$ cat src/rtl/i2c_line_seq_pkg.sv
package i2c_line_seq_pkg;

  typedef enum logic [2:0] {
    CMD_START  = 3'd0,
    CMD_RSTART = 3'd1,
    CMD_STOP   = 3'd2,
    CMD_WBIT   = 3'd3,
    CMD_RBIT   = 3'd4
  } cmd_e;

  typedef enum logic [3:0] {
    PH_IDLE,
    PH_RCV_LO,
    PH_RCV_HI,
    PH_ST_HOLD,
    PH_RS_WAIT,
    PH_SP_PRE,
    PH_SP_LOW,
    PH_SP_SETUP,
    PH_SP_FREE,
    PH_WB_LO,
    PH_WB_HI,
    PH_RB_LO,
    PH_RB_HI
  } phase_e;

  localparam logic [2:0] CMD_LAST = 3'd4;

  // cycles = hz * ns / 1e9 + 1
  function automatic longint unsigned ns_to_cycles(input longint unsigned hz,
                                                   input longint unsigned ns);
    return (hz * ns) / 64'd1_000_000_000 + 64'd1;
  endfunction

endpackage

$ cat src/rtl/i2c_phase_len.sv
module i2c_phase_len #(
  parameter longint unsigned CLK_HZ = 50_000_000,
  parameter int unsigned     CNT_W  = 32
) (
  input  logic             fast,
  input  logic             use_high,
  output logic [CNT_W-1:0] len
);
  import i2c_line_seq_pkg::*;

  localparam int unsigned NS_LO_STD  = 4700;
  localparam int unsigned NS_HI_STD  = 4000;
  localparam int unsigned NS_LO_FAST = 1300;
  localparam int unsigned NS_HI_FAST = 600;

  logic [CNT_W-1:0] table_q [4];

  // index = {fast, use_high}
  for (genvar g = 0; g < 4; g++) begin : g_len
    localparam int unsigned NS = (g == 0) ? NS_LO_STD  :
                                 (g == 1) ? NS_HI_STD  :
                                 (g == 2) ? NS_LO_FAST : NS_HI_FAST;
    localparam longint unsigned CYC = ns_to_cycles(CLK_HZ, longint'(NS));
    assign table_q[g] = CYC[CNT_W-1:0];
  end

  assign len = table_q[{fast, use_high}];

endmodule

$ cat src/rtl/i2c_phase_timer.sv
module i2c_phase_timer #(
  parameter int unsigned CNT_W = 32
) (
  input  logic             clk,
  input  logic             rst,
  input  logic             load,
  input  logic [CNT_W-1:0] load_val,
  output logic             expire
);
  logic [CNT_W-1:0] cnt;

  always_ff @(posedge clk) begin
    if (rst) begin
      cnt <= '0;
    end else if (load) begin
      cnt <= load_val;
    end else if (cnt != '0) begin
      cnt <= cnt - 1'b1;
    end
  end

  assign expire = (cnt == CNT_W'(1));

  // a loaded phase never has zero length
  p_load_nonzero_r2: assert property (@(posedge clk) disable iff (rst)
    load |-> (load_val != '0));

endmodule

$ cat src/rtl/i2c_phase_fsm.sv
module i2c_phase_fsm (
  input  logic       clk,
  input  logic       rst,
  input  logic       cmd_valid,
  input  logic [2:0] cmd_code,
  input  logic       cmd_wbit,
  input  logic       sda_in,
  input  logic       expire,
  output logic       accept,
  output logic       load,
  output logic       use_high,
  output logic       scl_oe,
  output logic       sda_oe,
  output logic       busy,
  output logic       done,
  output logic       rd_bit
);
  import i2c_line_seq_pkg::*;

  phase_e state, nxt;
  logic   advance;

  assign busy    = (state != PH_IDLE);
  assign accept  = cmd_valid && !busy && (cmd_code <= CMD_LAST);
  assign advance = accept || (busy && expire);

  always_comb begin
    nxt = state;
    if (accept) begin
      unique case (cmd_e'(cmd_code))
        CMD_START:  nxt = sda_in ? PH_ST_HOLD : PH_RCV_LO;
        CMD_RSTART: nxt = PH_RS_WAIT;
        CMD_STOP:   nxt = sda_in ? PH_SP_PRE : PH_SP_SETUP;
        CMD_WBIT:   nxt = PH_WB_LO;
        default:    nxt = PH_RB_LO;
      endcase
    end else if (busy && expire) begin
      unique case (state)
        PH_RCV_LO:   nxt = PH_RCV_HI;
        PH_RCV_HI:   nxt = PH_ST_HOLD;
        PH_RS_WAIT:  nxt = sda_in ? PH_ST_HOLD : PH_RCV_LO;
        PH_SP_PRE:   nxt = PH_SP_LOW;
        PH_SP_LOW:   nxt = PH_SP_SETUP;
        PH_SP_SETUP: nxt = PH_SP_FREE;
        PH_WB_LO:    nxt = PH_WB_HI;
        PH_RB_LO:    nxt = PH_RB_HI;
        default:     nxt = PH_IDLE;
      endcase
    end
  end

  always_comb begin
    unique case (nxt)
      PH_ST_HOLD, PH_SP_LOW, PH_SP_SETUP, PH_WB_HI, PH_RB_HI: use_high = 1'b1;
      default:                                                use_high = 1'b0;
    endcase
  end

  assign load = advance && (nxt != PH_IDLE);

  always_ff @(posedge clk) begin
    if (rst) begin
      state  <= PH_IDLE;
      scl_oe <= 1'b0;
      sda_oe <= 1'b0;
      done   <= 1'b0;
      rd_bit <= 1'b0;
    end else begin
      done <= 1'b0;
      if (state == PH_RB_LO && expire) begin
        rd_bit <= sda_in;
      end
      if (advance) begin
        state <= nxt;
        unique case (nxt)
          PH_RCV_LO:  scl_oe <= 1'b1;
          PH_RCV_HI:  scl_oe <= 1'b0;
          PH_ST_HOLD: sda_oe <= 1'b1;
          PH_SP_LOW:  sda_oe <= 1'b1;
          PH_SP_FREE: sda_oe <= 1'b0;
          PH_WB_LO: begin
            scl_oe <= 1'b1;
            sda_oe <= ~cmd_wbit;
          end
          PH_WB_HI:   scl_oe <= 1'b0;
          PH_RB_LO: begin
            scl_oe <= 1'b1;
            sda_oe <= 1'b0;
          end
          PH_RB_HI:   scl_oe <= 1'b0;
          PH_IDLE:    done   <= 1'b1;
          default: ;
        endcase
      end
    end
  end

  p_wr_low_phase_r8: assert property (@(posedge clk) disable iff (rst)
    (state == PH_WB_LO) |-> scl_oe);
  p_rd_low_phase_r9: assert property (@(posedge clk) disable iff (rst)
    (state == PH_RB_LO) |-> (scl_oe && !sda_oe));
  p_start_hold_r3: assert property (@(posedge clk) disable iff (rst)
    (state == PH_ST_HOLD) |-> sda_oe);
  p_recovery_r4: assert property (@(posedge clk) disable iff (rst)
    (state == PH_RCV_LO) |-> scl_oe);
  p_bus_free_r6: assert property (@(posedge clk) disable iff (rst)
    (state == PH_SP_FREE) |-> !sda_oe);
  p_done_pulse_r11: assert property (@(posedge clk) disable iff (rst)
    done |=> !done);
  p_done_idle_r11: assert property (@(posedge clk) disable iff (rst)
    done |-> !busy);

endmodule

$ cat src/rtl/i2c_line_seq.sv
module i2c_line_seq #(
  parameter longint unsigned CLK_HZ = 50_000_000,
  parameter int unsigned     CNT_W  = 32
) (
  input  logic       clk,
  input  logic       rst,
  input  logic       cmd_valid,
  input  logic [2:0] cmd_code,
  input  logic       cmd_wbit,
  input  logic       speed_fast,
  input  logic       sda_in,
  output logic       scl_oe,
  output logic       sda_oe,
  output logic       busy,
  output logic       done,
  output logic       rd_bit
);
  logic             accept, load, use_high, expire, mode_q, mode_eff;
  logic [CNT_W-1:0] len;

  always_ff @(posedge clk) begin
    if (rst) begin
      mode_q <= 1'b0;
    end else if (accept) begin
      mode_q <= speed_fast;
    end
  end

  assign mode_eff = accept ? speed_fast : mode_q;

  i2c_phase_len #(.CLK_HZ(CLK_HZ), .CNT_W(CNT_W)) i_len (
    .fast     (mode_eff),
    .use_high (use_high),
    .len      (len)
  );

  i2c_phase_timer #(.CNT_W(CNT_W)) i_timer (
    .clk      (clk),
    .rst      (rst),
    .load     (load),
    .load_val (len),
    .expire   (expire)
  );

  i2c_phase_fsm i_fsm (
    .clk       (clk),
    .rst       (rst),
    .cmd_valid (cmd_valid),
    .cmd_code  (cmd_code),
    .cmd_wbit  (cmd_wbit),
    .sda_in    (sda_in),
    .expire    (expire),
    .accept    (accept),
    .load      (load),
    .use_high  (use_high),
    .scl_oe    (scl_oe),
    .sda_oe    (sda_oe),
    .busy      (busy),
    .done      (done),
    .rd_bit    (rd_bit)
  );

  // speed stays fixed for the whole command
  p_mode_locked_r11: assert property (@(posedge clk) disable iff (rst)
    busy |=> $stable(mode_q));
  // timer only expires inside a command
  p_expire_busy_r10: assert property (@(posedge clk) disable iff (rst)
    expire |-> busy);

endmodule

$ cat config.mk
export PLATFORM = sky130hd
export DESIGN_NAME = i2c_line_seq
export DESIGN_NICKNAME = d
export VERILOG_FILES = /design/src/rtl/i2c_line_seq_pkg.sv /design/src/rtl/i2c_phase_len.sv /design/src/rtl/i2c_phase_timer.sv /design/src/rtl/i2c_phase_fsm.sv /design/src/rtl/i2c_line_seq.sv
export SDC_FILE = /design/constraint.sdc
export NUM_CORES = 1
export LEC_CHECK = 0
export BUFFER_PORTS_ARGS = -buffer_cell sky130_fd_sc_hd__buf_2
export CAP_MARGIN = 25
export CORE_MARGIN = 8
export CORE_UTILIZATION = 51
export DETAILED_ROUTE_END_ITERATION = 10
export MAX_ROUTING_LAYER = met4
export PLACE_DENSITY = 0.68
export SYNTH_ARGS = -nofsm -noshare
export SYNTH_HDL_FRONTEND = slang
export SYNTH_HIERARCHICAL = 1
export SYNTH_SLANG_ARGS = --single-unit
export TNS_END_PERCENT = 10
$ cat constraint.sdc
create_clock -name clk -period 5.5 [get_ports clk]
set_clock_uncertainty 0.2 [all_clocks]
set_input_delay 0.55 -clock clk [delete_from_list [all_inputs] [get_ports clk]]
set_output_delay 0.55 -clock clk [all_outputs]
set_load 0.02 [all_outputs]
# [Word-level counts from Yosys, hierarchy flattened]
# Index checks and enable logic that the tools add are counted.
[totals] reg_bits=41
[classes] n_addsub=1 n_mux=16 bitwise_logic=3 eq_ne=22 n_lt_le_gt_ge=2 reduce_logical=23
[op_table] operator="$mux 32" n=4
[op_table] operator="$bmux 32 s2" n=1
[op_table] operator="$eq 32x1->1 const B" n=1
[op_table] operator="$pmux 4 s8" n=1
[op_table] operator="$reduce_bool 32->1" n=1
[op_table] operator="$sub 32x1->32 const B" n=1
[op_table] operator="$eq 4x4->1 const B" n=7
[op_table] operator="$eq 4x3->1 const B" n=6
[op_table] operator="$pmux 4 s4" n=1
[op_table] operator="$eq 4x2->1 const B" n=3
[op_table] operator="$eq 4x1->1 const B" n=2
[op_table] operator="$mux 4" n=2
[op_table] operator="$reduce_bool 4->1" n=2
[op_table] operator="$eq 3x2->1 const B" n=2
[op_table] operator="$reduce_or 2->1" n=3
[op_table] operator="$reduce_or 3->1" n=2
[op_table] operator="$logic_and 1x1->1" n=5
[op_table] operator="$reduce_or 5->1" n=1
[op_table] operator="$logic_not 4->1" n=1
[op_table] operator="$mux 2" n=2
[op_table] operator="$reduce_and 2->1" n=2
[op_table] operator="$reduce_bool 2->1" n=2
[op_table] operator="$eq 3x1->1 const B" n=1
[op_table] operator="$ge 3x3->1 const B" n=1
[op_table] operator="10 further kinds" n=13

# [Logic depth before layout (Yosys ltp)]
# Gate-level depths: netlist (run 1).
[depth] ltp_word=13 depth_mapped=16

# [Hierarchy]
# Netlist (run 1), hierarchy kept.
[by_module_without_submodules] module="i2c_phase_timer" area_per_inst_um2=1884.3 n_inst=1 cells_each=216 seq_area_each_um2=640.6
[by_module_without_submodules] module="i2c_phase_fsm" area_per_inst_um2=663.1 n_inst=1 cells_each=83 seq_area_each_um2=160.2
[by_module_without_submodules] module="i2c_phase_len" area_per_inst_um2=267.8 n_inst=1 cells_each=36 seq_area_each_um2=0.0
[by_module_without_submodules] module="i2c_line_seq" area_per_inst_um2=48.8 n_inst=1 cells_each=3 seq_area_each_um2=20.0

# [Worst setup path before layout (run 1)]
# OpenSTA, ideal clock, no wires.
[synth_timing] kind="reg-to-reg" start="reg i_timer.cnt[16]" end="reg i_timer.cnt[16]" path_stages_with_launch=15 setup_time_ns=0.078 arrival_ns=3.677 n_path_buf=4 period_less_slack_ns=3.955 required_ns=5.222 setup_slack_ns=1.545 path_cell_list="dfxtp_1 -> or4_1 -> buf_2 -> or4_4 -> nor3_1 -> buf_2 -> o21ai_0 -> o41a_1 -> o22ai_1 -> nor2_1 -> a31oi_1 -> clkbuf_1 -> clkbuf_1 -> a211oi_1 -> nor3_1"
[synth_via] word_cells_on_any_way=23
[synth_rtl] element="start, declared" line_no="i2c_phase_timer.sv:10" rtl="logic [CNT_W-1:0] cnt;"
[synth_rtl] element="start signal, assigned" line_no="i2c_phase_timer.sv:16" rtl="cnt <= load_val;"
[synth_rtl] element="start signal, assigned" line_no="i2c_phase_timer.sv:18" rtl="cnt <= cnt - 1'b1;"
[synth_rtl] element="$eq 32x1->1 *" line_no="i2c_phase_timer.sv:22" rtl="assign expire = (cnt == CNT_W'(1));"
[synth_rtl] element="named net expire" line_no="i2c_line_seq.sv:18" rtl="logic accept, load, use_high, expire, mode_q, mode_eff;"
[synth_rtl] element="$logic_and 1x1->1 *" line_no="i2c_phase_fsm.sv:25, i2c_phase_fsm.sv:37"
[synth_rtl] element="$mux 4" line_no="i2c_phase_fsm.sv:37" rtl="end else if (busy && expire) begin"
[synth_rtl] element="$mux 4" line_no="i2c_phase_fsm.sv:29" rtl="if (accept) begin"
[synth_rtl] element="$reduce_bool 4->1" line_no="i2c_phase_fsm.sv:59" rtl="assign load = advance && (nxt != PH_IDLE);"
[synth_rtl] element="$logic_and 1x1->1 *" line_no="i2c_phase_fsm.sv:59"
[synth_rtl] element="named net load" line_no="i2c_line_seq.sv:18"
[synth_rtl] element="$mux 32 or $reduce_bool 2->1 (tied branches)"
# Mark *: on every way through the listed nets, which the timed path passes. The rest lies on a longest branch. The select of a mux whose other input is x is not followed.
# A chain may end at the register's enable or synchronous reset.

# [Final worst setup path (run 1)]
[layout_timing] start="reg i_timer.cnt[16]" end="reg i_timer.cnt[21]"
# The elaborated chain is that of the path after synthesis.

==> results of run 1 <==
[sequential cells by signal, summed over array words and instances (netlist names)]
signal        count
i_timer/cnt      32
i_fsm/state       4
i_fsm/rd_bit      1
i_fsm/sda_oe      1
mode_q            1
i_fsm/scl_oe      1
i_fsm/done        1
[cells by family after synthesis]
| logic type | after synthesis | synth area share, % |
|---|---|---|
| xor+xnor | 25 | 7.65 |
| fa+ha+maj | 6 | 2.62 |
| simple gates | 129 | 27.2 |
| compound gates | 76 | 20.9 |
| buf+inv | 56 | 11.2 |
| other cells | 1 | 0.131 |
| flops | 41 | 28.7 |
| mux | 4 | 1.62 |
[metal layers]
| layer | vias up | GRT usage, % | part of all wire (%) |
|---|---|---|---|
| met5 | - | - | 0 |
| met4 | 0 | 6.41 | 1.9 |
| met3 | 12 | 3.37 | 3.8 |
| met2 | 45 | 23.9 | 47 |
| met1 | 1104 | 18.4 | 48 |
| li1 | 1195 | - | - |
[cell usage in the layout, fill, tap and decap left out, types with 12 or more instances in the layout]
cell type	n
sky130_fd_sc_hd__nor3_1	17
sky130_fd_sc_hd__xnor2_1	13
sky130_fd_sc_hd__nand2_1	16
sky130_fd_sc_hd__conb_1	24
sky130_fd_sc_hd__buf_2	13
sky130_fd_sc_hd__inv_1	12
sky130_fd_sc_hd__o211a_1	14
sky130_fd_sc_hd__nand2b_1	13
sky130_fd_sc_hd__nor2_1	19
sky130_fd_sc_hd__dfxtp_1	41
sky130_fd_sc_hd__xor2_1	12
[stage by stage]
| step | total power, W | utilization, % | hold WS [ns] | worst slack [ns] | cell area [um^2] |
|---|---|---|---|---|---|
| final | 0.00143 | 53.8 | 0.298 | 0.956 | 2940 |
| after floorplan | 0.00110 | - | 0.263 | 1.54 | 2950 |
| after CTS | 0.00143 | 53.8 | 0.304 | 0.943 | 2940 |
| after global routing | 0.00155 | 53.8 | 0.327 | 0.601 | 2940 |
| after detailed placement | 0.00123 | 52.3 | 0.289 | 0.967 | 2860 |
| after global placement | 0.00123 | 52.3 | 0.277 | 0.970 | 2860 |
[power by group through the flow]
stage / logic (W) / registers [W] / clock network (W)
floorplan: 0.000621 / 0.000479 / 0
global placement: 0.000721 / 0.000505 / 0
detailed placement: 0.000723 / 0.000507 / 0
CTS: 0.000728 / 0.000501 / 0.000200
global route: 0.000816 / 0.000520 / 0.000215
finish: 0.000731 / 0.000504 / 0.000192
[how the worst max path moves through the flow]
stage	from	to	slack (ns)	depth (start not counted)
floorplan	i_timer/cnt[16]	i_timer/cnt[16]	1.54	14
global placement	i_timer/cnt[16]	i_timer/cnt[29]	0.97	12
finish	i_timer/cnt[16]	i_timer/cnt[21]	0.96	12
CTS	i_timer/cnt[16]	i_timer/cnt[21]	0.94	12
global route	i_timer/cnt[16]	i_timer/cnt[21]	0.60	12
detailed placement	i_timer/cnt[16]	i_timer/cnt[21]	0.97	12
[worst register-to-register path, delay by kind of cell (launching register included)]
| kind | cells | cell delay [ns] |
|---|---|---|
| AOI/OAI and AO/OA | 6 | 1.69 |
| and+or+nand+nor | 4 | 1.73 |
| buffers and inverters | 2 | 0.53 |
| DFF | 1 | 0.35 |
[area by class of cell]
cell class	instances	area, um^2
sequential	41	821
inverter	13	48.8
timing repair buffer	15	80.1
fill	526	2530
tap	72	90.1
clock buffer	8	80.1
multi-input combinational	264	1820
==> flow_metrics.tcl, run 1 <==
set metrics [dict create \
    clock_tree.buffer_depth 2 \
    floorplan.core_area_um2 5470 \
    synth_cells 338 \
    setup_total_negative_slack_ns 0 \
    yosys.area.top_type "sky130_fd_sc_hd__dfxtp_1" \
    post_synth_instance_area_um2 2860 \
    worst_slew_pin_slew_ns 0.728 \
    reg2reg_from "i_timer/cnt[16]" \
    hold_start "i_fsm/rd_bit" \
    yosys_register_bits 41 \
    avgSynthCellArea_um2 8.47 \
    reg2reg_depth 12 \
    dr_total_vias 2356 \
    timing.hold.worst_path_depth 2 \
    synthFlopType "sky130_fd_sc_hd__dfxtp_1" \
    drtPass1Iterations 4 \
    setup_viol 0 \
    chipHeight_um 90.9 \
    post_cts_buffers 0 \
    grt.overflow.total 0 \
    cts-resized-gates 0 \
    reg2reg_slack_ns 0.96 \
    critical-path-max-stage-delay_ns 0.71 \
    fraction_of_the_yosys_area_taken_by_sequential_cells_pct 28.7 \
    placed_cells_incl_taps 405 \
    yosysWarningCount 6 \
    tritoncts_num_sinks 41 \
    synth.lib_cells_used.distinct 66 \
    total_leakage_power_nw 1.29 \
    layout-area-overhead-vs-synth_pct 2.75 \
    postSynth.asyncResetShare_pct 0 \
    worst_path_max_delay_cell "sky130_fd_sc_hd__or4_1" \
    final_min_period_over_clock_period_pct 82.6 \
    postCtsHoldBufs 0 \
    post-synth-top-count-cell "sky130_fd_sc_hd__dfxtp_1" \
    path_buf_inv 2 \
    share_comb_of_total_power_pct 51.3 \
    floorplan.die_area_um2 8270 \
    via_per_inst 5.70 \
    path_delay_family "simple AND/OR/NAND/NOR gates" \
    post_drt_wl_per_cell_um 14.3 \
    irDropWorstVdd_mv 0.314 \
    post_synth_main_area_contributors "sky130_fd_sc_hd__dfxtp_1 29%, sky130_fd_sc_hd__buf_4 6.8%, sky130_fd_sc_hd__o211a_1 4.9%" \
    antennaDiodeCount 0 \
    place.port_buffers 13 \
    critPathArrivalTime_ns 4.58 \
    power_density_nw_per_um2 485 \
    floorplan.initialDensity_pct 52.3 \
    critPathLaunchType "flip-flop" \
    finish.cell_count_without_fillers 413 \
    synth_largest_type_area_fraction_pct 28.7 \
    remaining_drc_errors 0 \
    finalHoldViolations 0 \
    power.clock.fraction_pct 13.4 \
    latest_clock_arrival_within_the_worst_skew_pair_ns 0.29 \
    drv_cap 0 \
    netSwitchingFraction_pct 43.8 \
    layout-drive-gt1-share_pct 13.2 \
    drt_wl_total_um 5920 \
    drt_iter0_drc 137 \
    final_net_count 355 \
    required_ns 5.54 \
    timing.rr.end "i_timer/cnt[21]" \
    cts-root-buf "sky130_fd_sc_hd__clkbuf_8" \
    grt_setup_unrepaired "false" \
    num_rows 27 \
    grt_first_pass_wirelength_um 10400 \
    grt_usage_pct 15.2 \
    io_pins 14 \
    gp_congestion 0.865 \
    run_status "completed" \
    drt.antenna.violating_nets 0 \
    highest_net_fanout_along_the_worst_path 23 \
    internal_power_w 0.000801 \
    post-dp-hpwl_um 4240 \
    timing.critical_path.cells "or4_1 -> or4_4 -> nor3_1 -> buf_4 -> o21ai_0 -> o41a_1 -> o22ai_1 -> nor2_1 -> a31oi_4 -> inv_1 -> a21oi_2 -> o211a_1" \
    grt_pass1_vias 2216 \
    min_path_type "reg -> reg" \
    clk_pin_slew_ns 0.07 \
    seq_power_share_pct 35.3 \
    edff_count_synth 0 \
    grt_max_degree 41 \
    power_switching_w 0.000625 \
    synth_common_cells "41 x sky130_fd_sc_hd__dfxtp_1, 26 x sky130_fd_sc_hd__buf_4, 19 x sky130_fd_sc_hd__nor2_1, 17 x sky130_fd_sc_hd__nor3_1, 16 x sky130_fd_sc_hd__nand2_1" \
    tritoncts.num_buffers 5 \
    min_to "i_fsm/rd_bit" \
    slew_headroom_pct 51.4 \
    cts_tree "done" \
    fp.dieW_um 90.9 \
    slew_violations 0 \
    end_kind "flip-flop" \
    clock_tree.htree_level_count 2 \
    final_period_minus_worst_setup_slack_ns 4.54 \
    max_freq_ghz 0.220 \
    worst-setup-path-type "reg -> reg" \
    grt_antenna_before_repair 0 \
]
Power figures use the tool's default switching activity.
==> run 2, diff against run 1 <==
- PLACE_DENSITY: 0.68 -> 0.71
- clock period: 5.5 -> 3.6 ns (I/O delays scaled with it)
==> flow_metrics.tcl, run 2 (same netlist as run 1, synthesis figures left out) <==
set metrics [dict create \
    dr_total_vias 2444 \
    final_net_count 375 \
    total_leakage_power_nw 1.43 \
    placed_cells_incl_taps 422 \
    layout_common_cells "40 x sky130_fd_sc_hd__dfxtp_1, 24 x sky130_fd_sc_hd__conb_1, 19 x sky130_fd_sc_hd__buf_4" \
    final_period_minus_worst_setup_slack_ns 3.56 \
    place.port_buffers 13 \
    final_min_period_over_clock_period_pct 98.8 \
    critical-path-max-stage-delay_ns 0.59 \
    io_pins 14 \
    drtPass1Iterations 5 \
    grt_pass1_vias 2320 \
    layout.cells.most_common "sky130_fd_sc_hd__dfxtp_1" \
    grt_max_degree 27 \
    latest_clock_arrival_within_the_worst_skew_pair_ns 0.29 \
    design_power_total_w 0.00244 \
    via_per_inst 5.64 \
    critPathLaunchType "flip-flop" \
    floorplan.core_area_um2 5470 \
    grt_first_pass_wirelength_um 10700 \
    grt.overflow.total 0 \
    floorplan.die_area_um2 8270 \
    timing.hold.worst_path_depth 3 \
    drt_wl_total_um 6510 \
    reg2reg_depth 13 \
    critPathArrivalTime_ns 3.55 \
    num_rows 27 \
    tritoncts.num_buffers 5 \
    layout-area-overhead-vs-synth_pct 11.3 \
    drt_iter0_drc 101 \
    grt_usage_pct 15.7 \
    highest_net_fanout_along_the_worst_path 8 \
    max_freq_ghz 0.281 \
    worst_slew_pin_slew_ns 0.643 \
    grt_setup_unrepaired "true" \
    dp_worst_setup_slack_ns -0.0756 \
    required_ns 3.59 \
    clk_pin_slew_ns 0.08 \
    grt_antenna_before_repair 0 \
    drt.antenna.violating_nets 0 \
    setup_viol 0 \
    worst-setup-path-type "reg -> reg" \
    layout_top_registers "i_timer/cnt: 32 flops, i_fsm/state: 4 flops" \
    slew_violations 0 \
    timing.critical_path.cells "or4_4 -> or4_4 -> nor3_4 -> buf_6 -> a31o_2 -> a221o_1 -> buf_6 -> nand3_1 -> o22ai_2 -> inv_2 -> ha_1 -> inv_1 -> o211a_1" \
    floorplan.initialDensity_pct 52.3 \
    layout-drive-gt1-share_pct 21.9 \
    finalHoldViolations 0 \
    remaining_drc_errors 0 \
    setup_total_negative_slack_ns 0 \
    min_path_type "in -> reg" \
    worst_path_max_delay_cell "sky130_fd_sc_hd__or4_4" \
    fp.dieW_um 90.9 \
    slew_headroom_pct 56.8 \
    path_buf_inv 4 \
    post-dp-hpwl_um 4570 \
    power_density_nw_per_um2 767 \
    finish.cell_count_without_fillers 433 \
    clock_tree.buffer_depth 2 \
    irDropWorstVdd_mv 0.550 \
    post-route-worst-setup-slack_ns 0.0442 \
    drv_cap 0 \
    end_kind "flip-flop" \
    post_drt_wl_per_cell_um 15.0 \
    n_fill_cell 486 \
    path_delay_family "simple AND/OR/NAND/NOR gates" \
    gp_congestion 0.885 \
    postCtsHoldBufs 0 \
    run_status "completed" \
    antennaDiodeCount 0 \
    chipHeight_um 90.9 \
    largest_register "i_timer/cnt" \
    clock_tree.htree_level_count 2 \
    stages_on_worst_setup_path 13 \
    tritoncts_num_sinks 41 \
    cts-root-buf "sky130_fd_sc_hd__clkbuf_8" \
    largest_register_ffs 32 \
    cts_tree "done" \
]
[run 2: cell count changes in the layout (fill, tap and decap cells not counted), moves of 2 or more]
cell	delta
sky130_fd_sc_hd__buf_4	+17
sky130_fd_sc_hd__or4_1	-4
sky130_fd_sc_hd__or4_4	+4
sky130_fd_sc_hd__clkbuf_1	-3
sky130_fd_sc_hd__buf_6	+2
sky130_fd_sc_hd__clkbuf_8	+2
sky130_fd_sc_hd__o22ai_1	-2
sky130_fd_sc_hd__o22ai_2	+2
[run 2: worst paths after layout]
check / startpoint / to / slack [ns]
worst max-delay path: i_timer/cnt[16] / i_timer/cnt[2] / 0.04
worst min-delay path: sda_in / i_fsm/rd_bit / 0.17
worst max register to register: i_timer/cnt[16] / i_timer/cnt[2] / 0.04
worst min register to register: i_fsm/rd_bit / i_fsm/rd_bit / 0.30
[run 2: layer usage]
layer | global-route usage [%] | wire length (um) | share of wire [%]
met3 | 3.05 | 214 | 3.3
met2 | 26.7 | 3370 | 52
met1 | 18.3 | 2820 | 43
met5 | - | 0 | 0
met4 | 4.50 | 95 | 1.5
[run 2: worst reg2reg max path: stages (launching register included)]
cell and delay (ns):
sky130_fd_sc_hd__dfxtp_1 0.32, sky130_fd_sc_hd__or4_4 0.55, sky130_fd_sc_hd__or4_4 0.59, sky130_fd_sc_hd__nor3_4 0.14, sky130_fd_sc_hd__buf_6 0.14, sky130_fd_sc_hd__a31o_2 0.16, sky130_fd_sc_hd__a221o_1 0.25, sky130_fd_sc_hd__buf_6 0.14
sky130_fd_sc_hd__nand3_1 0.10, sky130_fd_sc_hd__o22ai_2 0.29, sky130_fd_sc_hd__inv_2 0.07, sky130_fd_sc_hd__ha_1 0.28, sky130_fd_sc_hd__inv_1 0.04, sky130_fd_sc_hd__o211a_1 0.19
[run 2: area by class of cell]
type / instances / area [um^2] / area share (%)
clock buffer: 7 / 96.3 / 3.02
clock inverter: 1 / 5.00 / 0.157
inverter: 13 / 48.8 / 1.53
multi-input combinational: 264 / 1870 / 58.8
sequential: 41 / 822 / 25.8
tap: 72 / 90.1 / 2.83
timing repair buffer: 35 / 250 / 7.85
[run 2: through the flow]
stage	cell area (um^2)	util, %	hold slack, ns
2_1_floorplan	2980	-	0.224
3_3_place_gp	3020	55.3	0.275
3_5_place_dp	3020	55.3	0.286
4_1_cts	3130	57.2	0.163
5_1_grt	3190	58.2	0.173
6_report	3190	58.2	0.166
[run 2: timing repair]
item                                    in CTS  in global routing
pin swaps                                    1                  4
endpoints found under the setup margin       3                 27
resized for setup                            2                 10
cloned                                       0                  0
setup buffers                                0                  3
[run 2: report_power, final]
group	total [W]	switching, W	internal (W)
Clock	0.000334	0.000161	0.000173
Combinational	0.00134	0.000705	0.000634
Sequential	0.000770	0.000170	0.000600
